--- config.mk ---
export PLATFORM = sky130hd
export DESIGN_NAME = esc_queue_tracker
export DESIGN_NICKNAME = d
export VERILOG_FILES = /design/src/rtl/esc_qt_pkg.sv /design/src/rtl/esc_host_mode.sv /design/src/rtl/esc_byte_fifo.sv /design/src/rtl/esc_decoder.sv /design/src/rtl/esc_queue_tracker.sv
export SDC_FILE = /design/constraint.sdc
export NUM_CORES = 1
export LEC_CHECK = 0
export ABC_AREA = 1
export BUFFER_PORTS_ARGS = -buffer_cell sky130_fd_sc_hd__buf_2
export CORE_AREA = 2 2 112 114
export DETAILED_ROUTE_END_ITERATION = 10
export DIE_AREA = 0 0 114 116
export PLACE_DENSITY = 0.6
export RECOVER_POWER = 100
export SLEW_MARGIN = 0
export SYNTH_ARGS = -nofsm -noshare
export SYNTH_HDL_FRONTEND = slang
export SYNTH_HIERARCHICAL = 1
export SYNTH_SLANG_ARGS = --single-unit
--- constraint.sdc ---
create_clock -name clk -period 9.3 [get_ports clk]
set_input_delay 0.93 -clock clk [delete_from_list [all_inputs] [get_ports clk]]
set_output_delay 0.93 -clock clk [all_outputs]
set_load 0.005 [all_outputs]
--- src/rtl/esc_qt_pkg.sv ---
package esc_qt_pkg;

  typedef enum logic [1:0] {
    QS_IDLE  = 2'b00,
    QS_FIRST = 2'b01,
    QS_FLUSH = 2'b10,
    QS_NEXT  = 2'b11
  } qstat_e;

  localparam logic [4:0] ESC_PATTERN = 5'b11011;

  typedef struct packed {
    logic [5:0] opcode;
    logic [1:0] mode;
    logic [2:0] rm;
  } esc_insn_t;

endpackage

--- src/rtl/esc_host_mode.sv ---
module esc_host_mode (
  input  logic clk,
  input  logic rst,
  input  logic host_sel_i,
  output logic host_wide_o
);

  always_ff @(posedge clk) begin
    if (rst) host_wide_o <= host_sel_i;
  end

  AST_MODE_HELD: assert property (@(posedge clk) disable iff (rst)
    1'b1 |=> $stable(host_wide_o));

endmodule

--- src/rtl/esc_byte_fifo.sv ---
module esc_byte_fifo #(
  parameter int DEPTH_WIDE   = 6,
  parameter int DEPTH_NARROW = 4,
  localparam int PW = $clog2(DEPTH_WIDE),
  localparam int CW = $clog2(DEPTH_WIDE + 1)
) (
  input  logic          clk,
  input  logic          rst,
  input  logic          wide_mode,
  input  logic          flush,
  input  logic          pop,
  input  logic          push_en,
  input  logic          push_two,
  input  logic [15:0]   push_data,
  output logic [7:0]    head_byte,
  output logic          head_valid,
  output logic [CW-1:0] level
);

  logic [7:0]    mem [DEPTH_WIDE];
  logic [PW-1:0] rd_ptr, wr_ptr, wr_ptr1, rd_next, lim_m1;
  logic [CW-1:0] limit, space, want, take;
  logic          do_pop;

  always_comb begin
    limit   = wide_mode ? CW'(DEPTH_WIDE) : CW'(DEPTH_NARROW);
    lim_m1  = PW'(limit - CW'(1));
    space   = limit - level;
    if (!push_en)                  want = '0;
    else if (push_two && wide_mode) want = CW'(2);
    else                           want = CW'(1);
    take    = (want > space) ? space : want;
    do_pop  = pop && (level != '0);
    wr_ptr1 = (wr_ptr == lim_m1) ? '0 : wr_ptr + PW'(1);
    rd_next = (rd_ptr == lim_m1) ? '0 : rd_ptr + PW'(1);
  end

  // storage: plain array, no reset
  always_ff @(posedge clk) begin
    if (!rst && !flush) begin
      if (take != '0)     mem[wr_ptr]  <= push_data[7:0];
      if (take == CW'(2)) mem[wr_ptr1] <= push_data[15:8];
    end
  end

  always_ff @(posedge clk) begin
    if (rst || flush) begin
      rd_ptr <= '0;
      wr_ptr <= '0;
      level  <= '0;
    end else begin
      if (do_pop) rd_ptr <= rd_next;
      if (take == CW'(1))      wr_ptr <= wr_ptr1;
      else if (take == CW'(2)) wr_ptr <= (wr_ptr1 == lim_m1) ? '0 : wr_ptr1 + PW'(1);
      level <= level + take - (do_pop ? CW'(1) : CW'(0));
    end
  end

  assign head_byte  = mem[rd_ptr];
  assign head_valid = (level != '0);

  AST_LEVEL_BOUND: assert property (@(posedge clk) disable iff (rst)
    level <= limit);
  AST_FLUSH_CLEARS: assert property (@(posedge clk) disable iff (rst)
    flush |=> level == '0);
  AST_POP_EMPTY: assert property (@(posedge clk) disable iff (rst)
    (pop && !flush && !push_en && level == '0) |=> level == '0);
  AST_NARROW_ONE: assert property (@(posedge clk) disable iff (rst)
    (!wide_mode && push_en && !pop && !flush && level < limit)
      |=> level == $past(level) + CW'(1));

endmodule

--- src/rtl/esc_decoder.sv ---
module esc_decoder
  import esc_qt_pkg::*;
(
  input  logic      clk,
  input  logic      rst,
  input  logic [1:0] qstat,
  input  logic [7:0] head_byte,
  input  logic      head_valid,
  output logic      dec_valid,
  output esc_insn_t dec_insn
);

  logic       pending;
  logic [2:0] first_low;

  always_ff @(posedge clk) begin
    if (rst) begin
      pending   <= 1'b0;
      first_low <= '0;
      dec_valid <= 1'b0;
      dec_insn  <= '0;
    end else begin
      dec_valid <= 1'b0;
      case (qstat)
        QS_FLUSH: pending <= 1'b0;
        QS_FIRST: if (head_valid) begin
          pending   <= (head_byte[7:3] == ESC_PATTERN);
          first_low <= head_byte[2:0];
        end
        QS_NEXT: if (head_valid && pending) begin
          dec_valid       <= 1'b1;
          dec_insn.opcode <= {first_low, head_byte[5:3]};
          dec_insn.mode   <= head_byte[7:6];
          dec_insn.rm     <= head_byte[2:0];
          pending         <= 1'b0;
        end
        default: ;
      endcase
    end
  end

  AST_STROBE_SINGLE: assert property (@(posedge clk) disable iff (rst)
    dec_valid |=> !dec_valid);
  AST_STROBE_CAUSE: assert property (@(posedge clk) disable iff (rst)
    dec_valid |-> $past(qstat) == QS_NEXT);
  AST_FLUSH_DROPS: assert property (@(posedge clk) disable iff (rst)
    (qstat == QS_FLUSH) |=> !pending);
  AST_NONESC_IGNORED: assert property (@(posedge clk) disable iff (rst)
    (qstat == QS_FIRST && head_valid && head_byte[7:3] != ESC_PATTERN) |=> !pending);

endmodule

--- src/rtl/esc_queue_tracker.sv ---
module esc_queue_tracker
  import esc_qt_pkg::*;
#(
  parameter int DEPTH_WIDE   = 6,
  parameter int DEPTH_NARROW = 4,
  localparam int CW = $clog2(DEPTH_WIDE + 1)
) (
  input  logic          clk,
  input  logic          rst,
  input  logic          host_sel_i,
  input  logic          fetch_valid_i,
  input  logic          fetch_two_i,
  input  logic [15:0]   fetch_data_i,
  input  logic [1:0]    qstat_i,
  output logic          host_wide_o,
  output logic [CW-1:0] q_level_o,
  output logic          dec_valid_o,
  output logic [5:0]    dec_opcode_o,
  output logic [1:0]    dec_mod_o,
  output logic [2:0]    dec_rm_o
);

  logic      q_flush, q_pop, head_valid;
  logic [7:0] head_byte;
  esc_insn_t insn;

  assign q_flush = (qstat_i == QS_FLUSH);
  assign q_pop   = (qstat_i == QS_FIRST) || (qstat_i == QS_NEXT);

  esc_host_mode u_mode (
    .clk        (clk),
    .rst        (rst),
    .host_sel_i (host_sel_i),
    .host_wide_o(host_wide_o)
  );

  esc_byte_fifo #(
    .DEPTH_WIDE  (DEPTH_WIDE),
    .DEPTH_NARROW(DEPTH_NARROW)
  ) u_fifo (
    .clk       (clk),
    .rst       (rst),
    .wide_mode (host_wide_o),
    .flush     (q_flush),
    .pop       (q_pop),
    .push_en   (fetch_valid_i),
    .push_two  (fetch_two_i),
    .push_data (fetch_data_i),
    .head_byte (head_byte),
    .head_valid(head_valid),
    .level     (q_level_o)
  );

  esc_decoder u_dec (
    .clk       (clk),
    .rst       (rst),
    .qstat     (qstat_i),
    .head_byte (head_byte),
    .head_valid(head_valid),
    .dec_valid (dec_valid_o),
    .dec_insn  (insn)
  );

  assign dec_opcode_o = insn.opcode;
  assign dec_mod_o    = insn.mode;
  assign dec_rm_o     = insn.rm;

endmodule

After elaboration in Yosys (flattened, before gate mapping). Memories as Yosys holds them, arrays and structs flattened. A register that Yosys moved wholly into a read port is not among the register bits. Cells that the tools add are included.

Register bits after elaboration: 26. Bits in latches: 0. Bits in writable memories: 48. ROM bits: 0. Input port bits: 23. Output and inout port bits: 16. Logic and storage cells: 69. Memories kept: 1.

$add $sub $neg: 7. $mul: 0. Divide/modulo/power cells: 0. $lt $le $gt $ge: 1. Equality and inequality tests: 11. Shift operators: 0. Mux-type cells: 22. Bitwise gates (word level): 1. Reduce and logical (&&, ||, !) cells: 16.

Memory list: u_fifo.mem (words 6, width 8, read ports 1, clocked after memory_dff 1, wr ports 2, line esc_byte_fifo.sv:20) `logic [7:0] mem [DEPTH_WIDE];`.

Operator list (count): $mux W3 (9); $mux W1 (10); $add A3 B1 Y3 const B (3); $eq A3 B3 Y1 (3); $reduce_bool A3 Y1 (3); $sub A3 B3 Y3 (2); $eq A5 B5 Y1 const B (1); $eq A2 B2 Y1 const B (2); $logic_and A1 B1 Y1 (4); $mux W2 (2); $ne A2 B1 Y1 const B (2); $reduce_and A2 Y1 (2); $add A3 B3 Y3 (1); $eq A3 B1 Y1 const B (1); $eq A3 B2 Y1 const B (1); $gt A3 B3 Y1 (1); $pmux W1 S3 (1); $reduce_and A3 Y1 (1); $sub A3 B1 Y3 const B (1); $eq A2 B1 Y1 const B (1); $logic_not A1 Y1 (2); $logic_or A1 B1 Y1 (2); $reduce_bool A2 Y1 (1); $reduce_or A2 Y1 (1); $not A1 Y1 (1).

Depth between registers and ports, before layout. Gate-level depths: netlist (run 1).

Word-level depth: 9. Mapped depth: 16. Depth with buffers taken out: 16.

Hierarchy. Netlist (run 1), hierarchy kept.

Modules (own cells, without submodules): esc_byte_fifo (times used 1, cells each 404, area each 3487.1 µm², seq. area each 1681.6 µm²); esc_decoder (times used 1, cells each 80, area each 613.1 µm², seq. area each 320.3 µm²); esc_host_mode (times used 1, cells each 1, area each 30.0 µm², seq. area each 30.0 µm²); esc_queue_tracker (times used 1, cells each 3, area each 11.3 µm², seq. area each 0.0 µm²).

Worst setup path after synthesis (run 1). Ideal clock, no wire load.

Path type: input-to-reg. From: in fetch_two_i. To: reg u_fifo.level[2]. Library setup time: 0.120 ns. Arrival: 3.114 ns. Required time: 9.180 ns. Path slack: 6.066 ns. Stages: 16. Cells stage by stage: nand3_1 > inv_1 > ha_1 > nand2_1 > inv_1 > nor2_4 > nand3_2 > nand2_1 > nand2_2 > ha_1 > inv_1 > ha_1 > fa_1 > xor2_1 > o21ai_0 > a21oi_1.

Longest elaborated chain between the ends: 7.

Ends and longest elaborated chain: from (decl) (line esc_queue_tracker.sv:12) `input logic fetch_two_i,`; $logic_and A1 B1 Y1 * (line esc_byte_fifo.sv:30) `else if (push_two && wide_mode) want = CW'(2);`; $mux W2 * (line esc_byte_fifo.sv:30); $mux W3 * (line esc_byte_fifo.sv:29) `if (!push_en) want = '0;`; $gt A3 B3 Y1 (line esc_byte_fifo.sv:32) `take = (want > space) ? space : want;`; $mux W3 * (line esc_byte_fifo.sv:32); $add A3 B3 Y3 * (line esc_byte_fifo.sv:55) `level <= level + take - (do_pop ? CW'(1) : CW'(0));`; $sub A3 B3 Y3 * (line esc_byte_fifo.sv:55); to (signal assigned) (line esc_byte_fifo.sv:55); to (decl) (line esc_byte_fifo.sv:17) `output logic [CW-1:0] level`.

Mark *: on every way between the ends. The rest lies on a longest branch, timed or not. A chain may end at the register's enable or synchronous reset.

==> results of run 1 <==
[sequential cells by signal, indices dropped and copies added (netlist names), named ones only]
name / flops
u_fifo/rd_ptr: 3
u_fifo/level: 3
u_dec/dec_insn: 11
u_dec/first_low: 3
u_fifo/mem: 48
u_fifo/wr_ptr: 3
u_dec/dec_valid: 1
u_dec/pending: 1
u_mode/host_wide_o: 1
[final cells by class]
cell class              instances  area, sq um
fillers                      1230         7340
well taps                     147          184
clock buffers                  14          297
multi-input cells             347         1690
inverters                      47          176
flip-flops and latches         77         2030
repair buffers                 38          175
clock inverters                 2         13.8
[stage by stage]
stage,hold slack [ps],util,cell area [sq um]
3_5_place_dp,451,0.371,4410
2_1_floorplan,429,-,4140
6_report,463,0.383,4570
4_1_cts,461,0.397,4720
3_3_place_gp,450,0.371,4410
5_1_grt,483,0.383,4570
[where the power goes]
part | total [mW] | internal, mW | switching [mW]
Clock | 0.357 | 0.221 | 0.136
Combinational | 0.275 | 0.0926 | 0.183
Sequential | 0.434 | 0.402 | 0.0319
Total | 1.07 | 0.715 | 0.350
[routing by layer]
metal,track usage,up-vias
met5,0,-
met4,0.0561,0
met3,0.0377,10
met2,0.277,91
met1,0.192,1605
li1,-,1706
[worst max-delay path by stage]
stage / start / end / slack (ps) / depth (start not counted)
6_report: u_mode/host_wide_o / u_fifo/mem[0][5] / 4760 / 12
3_5_place_dp: fetch_two_i / u_fifo/mem[0][7] / 5390 / 13
2_1_floorplan: fetch_two_i / u_fifo/level[2] / 6070 / 16
3_3_place_gp: fetch_two_i / u_fifo/mem[0][7] / 5530 / 13
5_1_grt: u_mode/host_wide_o / u_fifo/mem[1][7] / 4230 / 12
4_1_cts: u_mode/host_wide_o / u_fifo/mem[0][7] / 5430 / 12
[cells by family after synthesis]
group           after synthesis  share of synthesized area
buf+inv                      64                     0.0671
xor+xnor                      3                    0.00635
simple gates                243                      0.263
flops                        77                      0.491
fa+ha+maj                     9                     0.0308
compound gates               92                      0.142
[cells in the final DEF, fill, tap and decap left out, types with 2 or more instances in the layout]
cell type / synthesis / final
a21oi_1: 18 / 18
buf_2: 3 / 26
ha_1: 7 / 7
a32o_1: 8 / 8
edfxtp_1: 49 / 49
nand3_1: 35 / 40
dfxtp_1: 28 / 28
o21ai_0: 21 / 40
clkbuf_16: 0 / 11
fa_1: 2 / 2
nand2_1: 144 / 150
xor2_1: 3 / 3
inv_1: 43 / 45
o22ai_1: 8 / 8
clkbuf_1: 7 / 14
o21ai_1: 14 / 7
nor2_1: 39 / 44
nand4_1: 3 / 3
o21ai_2: 17 / 5
o31ai_1: 4 / 4
a211oi_1: 2 / 2
[tightest hold or removal path: stages (launching register included)]
cell and delay, ps:
dfxtp_1 300, inv_1 60, a21oi_1 60
==> impl_metrics.toml, run 1 <==
[status]
status = "complete, no violations"

[hold_path]
min_to = "u_dec/first_low[2]"
min_from = "u_dec/first_low[2]"
worst_hold_path.num_cells = 2
hold_class = "reg -> reg"

[timing]
finalHoldViolCount = 0
fin_crit_sh = 0.488
post-route-min-period_ps = 4540
finClkSkew_ps = 9.12
finalMaxSlewViolations = 0
worst_pin_slew_ps = 1400
setup-tns-final_ps = 0
rsz0062_at_grt = "no"
slew_headroom = 0.0590
max_freq_ghz = 0.220
fin_ws_ps = 4760
finalSetupViolations = 0

[setup_path]
r2r-end = "u_fifo/mem[0][5]"
cp_cell_sequence = "inv_1 > fa_1 > ha_1 > nand2_1 > inv_1 > nor2_1 > nand4_1 > nand2_1 > nand2_1 > nor2_1 > nand3_1 > o31ai_1"
cp_top_family = "simple AND/OR/NAND/NOR gates"
cp_max_fo = 17
end_kind = "flip-flop"
cp_common_cell = "nand2_1"
worst-path-buf-inv = 2
cp_slowest_cell = "nand3_1"
worst-r2r-cell-count = 12
r2r_setup_slack_ps = 4760
crit_required_ps = 9240
slowest_delay_ps = 660
timing.rr.start = "u_mode/host_wide_o"
worstPathArrival_ps = 4480
path_class = "reg -> reg"
startpoint_type = "flip-flop"

[clock_network]
postCtsHoldBufs = 0
clockBufferDepth = 2
cts.clk_slew.worst_paths_ps = 60
cts_resized = 0
cts_setup_buffers = 0
insertion_delay_ps = 340
clock_sinks = 77
cts_buffers = 9
root_buffer = "clkbuf_16"
cts_tree = "built"
h-tree-depth = 3

[floorplanning]
num_rows = 40
die_x_um = 114
die_area_sq_um = 13200
ios = 39
core_area_sq_um = 11900
start_util = 0.348
dieHeight_um = 116

[place]
place.gp.congestion = 0.839
place_ws_ps = 5390
hpwl_um = 7500
placedCellCount = 656
port_buffers = 38

[global_route]
grt_usage = 0.159
grt_max_degree = 26
grt_antenna_before_repair = 0
grt-ovfl-total = 0
grt_pass1_vias = 3137
grt_pass1_wl_um = 15800

[route]
highest_layer = "met4"
dr_wl_met2_um = 5050
finalWirelength_um = 10200
wl_met3_um = 515
first_iter_violations = 216
ant_nets = 0
via_count = 3412
wirelength_met1_um = 4440
via_per_inst = 5.08
wl_per_cell_um = 15.1
first_pass_iters = 5
post-route-drc-count = 0

[logic_synthesis]
synthTopCellsByCount = "144 x nand2_1, 49 x edfxtp_1, 43 x inv_1, 39 x nor2_1, 35 x nand3_1"
yosys_register_bits = 77
netlist_instances = 488
syn_nets = 520
synth_top_area_frac = 0.355
synthTopCellsByArea = "edfxtp_1 36%, dfxtp_1 14%, nand2_1 13%"
synth-warning-count = 6
synth_edf_count = 49
synthArstFlopShare = 0
ys_types = 35
yosysMostFrequentCell = "nand2_1"
yosysTopAreaCell = "edfxtp_1"
yosysSeqAreaShare = 0.491
syn_area_per_cell_sq_um = 8.49
synth_ff_type = "edfxtp_1"
syn-cell-area_sq_um = 4140

[power_and_ir_drop]
ir_drop_v = 0.000107
finalPower_mw = 1.07
p_leak_nw = 2.02
p_per_area_nw_per_um2 = 233

[final_layout]
n_antenna_cell = 0
area_growth_pct = 10.3
instances_no_fill = 672
layout-drive-gt1-share = 0.0933
fin_nets = 552

[flow_run]
timing.max_cap.violations = 0
Power figures use the tool's default switching activity.
==> inputs of run 2 (changes only) <==
--- a/config.mk
+++ b/config.mk
@@ -5,12 +5,12 @@
 export SDC_FILE = /design/constraint.sdc
 export NUM_CORES = 1
 export LEC_CHECK = 0
-export ABC_AREA = 1
+export ABC_AREA = 0
 export BUFFER_PORTS_ARGS = -buffer_cell sky130_fd_sc_hd__buf_2
-export CORE_AREA = 2 2 112 114
+export CORE_AREA = 2 2 111 113
 export DETAILED_ROUTE_END_ITERATION = 10
-export DIE_AREA = 0 0 114 116
-export PLACE_DENSITY = 0.6
+export DIE_AREA = 0 0 113 115
+export PLACE_DENSITY = 0.62
 export RECOVER_POWER = 100
 export SLEW_MARGIN = 0
 export SYNTH_ARGS = -nofsm -noshare
==> constraint.sdc (replaced) <==
create_clock -name clk -period 3.99 [get_ports clk]
set_input_delay 0.399 -clock clk [delete_from_list [all_inputs] [get_ports clk]]
set_output_delay 0.399 -clock clk [all_outputs]
set_load 0.005 [all_outputs]
==> impl_metrics.toml, run 2 <==
[status]
status = "complete, but fails checks"
violations = "design-rule violations"

[global_route]
grt_pass1_vias = 2612
grt_usage = 0.133
grt_pass1_wl_um = 13300
grt_antenna_before_repair = 0
grt-ovfl-total = 0
grt_max_degree = 21

[route]
ant_nets = 0
via_count = 2622
first_pass_iters = 7
first_iter_violations = 137
wl_per_cell_um = 16.0
post-route-drc-count = 3
finalWirelength_um = 8280
via_per_inst = 5.06

[clock_network]
h-tree-depth = 3
cts_setup_buffers = 0
root_buffer = "clkbuf_16"
cts_resized = 0
insertion_delay_ps = 330
clock_sinks = 77
clockBufferDepth = 2
postCtsHoldBufs = 0
cts_tree = "built"
cts.clk_slew.worst_paths_ps = 60
cts_buffers = 9

[logic_synthesis]
synthXorXnorAreaFrac = 0.0196
synthAdderAreaFrac = 0.0317
syn_nets = 359
synth_ff_type = "edfxtp_1"
yosys.area_share.simple = 0.118
yosysMostFrequentCell = "edfxtp_1"
yosys_register_bits = 77
synth_edf_count = 49
synthTopCellsByCount = "49 x edfxtp_1, 48 x mux2_2, 34 x nand2_1, 28 x dfxtp_1"
synth-warning-count = 6
yosysSeqAreaShare = 0.505
synth_top_family_by_area = "multiplexers"
yosysTopAreaCell = "edfxtp_1"
synthMuxAreaShare = 0.231
syn-cell-area_sq_um = 4020
synth-compound-area-share = 0.0660
synth_top_area_frac = 0.366
syn_area_per_cell_sq_um = 12.3
netlist_instances = 327
synthTopCellsByArea = "edfxtp_1 37%, dfxtp_1 14%, mux2_2 13%"
synthArstFlopShare = 0
ys_types = 52

[floorplanning]
start_util = 0.340
core_area_sq_um = 11800
ios = 39
die_x_um = 113
dieHeight_um = 115
num_rows = 40
die_area_sq_um = 13000

[final_layout]
fin_area_sq_um = 4600
n_antenna_cell = 0
area_growth_pct = 14.4
top_regs = "u_fifo/mem x48, u_dec/dec_insn x11"
fillCellCount = 1150
layout-drive-gt1-share = 0.299
fin_nets = 398
most-common-layout-cells = "49 x edfxtp_1, 48 x mux2_2, 34 x nand2_1"
regMostFlops = "u_fifo/mem"
largest_register_ff_count = 48
mostFrequentLayoutCell = "edfxtp_1"

[setup_path]
cp_max_fo = 9
crit_start = "u_fifo/level[0]"
cp_slowest_cell = "o21ai_0"
crit_required_ps = 3940
worst-path-buf-inv = 0
slowest_delay_ps = 880
cp_top_family = "compound AO/OA/AOI/OAI gates"
cp_cell_sequence = "fa_1 > ha_1 > and2_1 > a211o_2 > mux2i_1 > or3_1 > o21ai_0"
startpoint_type = "flip-flop"
timing.rr.start = "u_fifo/level[0]"
worstPathArrival_ps = 3720
path_class = "reg -> reg"
end_kind = "flip-flop"

[timing]
finalMaxSlewViolations = 0
setup-tns-final_ps = 0
worst_hold_slack_ps = 262
max_freq_ghz = 0.265
slew_headroom = 0.271
finalHoldViolCount = 0
fin_crit_sh = 0.946
worst_pin_slew_ps = 1080
finalSetupViolations = 0
post-route-min-period_ps = 3770
finClkSkew_ps = 6.97
rsz0062_at_grt = "no"

[flow_run]
timing.max_cap.violations = 0

[place]
post_dp_cell_area_sq_um = 4370
place.gp.congestion = 0.855
port_buffers = 38
hpwl_um = 5990

[hold_path]
hold_class = "in -> reg"
min_from = "host_sel_i"

[power_and_ir_drop]
p_per_area_nw_per_um2 = 525
finalPower_mw = 2.41
p_leak_nw = 1.66
ir_drop_v = 0.000219
run 2: path summary, 6_finish.rpt:
check        slack, ps                 end  cells past startpoint
max                220    u_fifo/mem[3][3]                      7
min                260  u_mode/host_wide_o                      1
max reg2reg        220    u_fifo/mem[3][3]                      7
min reg2reg        450   u_dec/dec_insn[4]                      2
run 2: routing by layer:
| layer | track usage | wire length (um) | up-vias |
|---|---|---|---|
| li1 | - | - | 1286 |
| met5 | 0 | 0 | - |
| met4 | 0.0610 | 121 | 0 |
| met2 | 0.209 | 3870 | 72 |
| met3 | 0.0332 | 431 | 10 |
| met1 | 0.174 | 3860 | 1254 |
run 2: logic make-up (layout without fill, tap and decap cells):
family / after synthesis / count (layout)
muxes: 75 / 75
buffers and inverters: 25 / 69
DFF: 77 / 77
xor gates and xnor gates: 9 / 9
and+or+nand+nor: 90 / 90
AOI/OAI and AO/OA: 42 / 42
adders and majority gates: 9 / 9
run 2: per-stage QoR:
stage | setup slack (ps) | util | std cells
final | 217 | 0.390 | 518
after global routing | 56.3 | 0.390 | 518
after CTS | 199 | 0.395 | 518
after detailed placement | 230 | 0.370 | 502
after global placement | 356 | 0.370 | 502
after floorplan | 450 | - | 327
run 2: report_power, final:
group          total (mW)  internal [mW]  switching (mW)
Clock               0.802          0.486           0.316
Combinational       0.620          0.288           0.333
Sequential          0.991          0.921          0.0696
run 2: layout make-up:
cell class | instances | area [sq um] | share of cell area
clock inverters | 7 | 72.6 | 0.0158
inverters | 7 | 26.3 | 0.00571
multi-input cells | 225 | 1850 | 0.401
well taps | 147 | 184 | 0.0400
clock buffers | 9 | 225 | 0.0490
repair buffers | 46 | 215 | 0.0468
flip-flops and latches | 77 | 2030 | 0.442
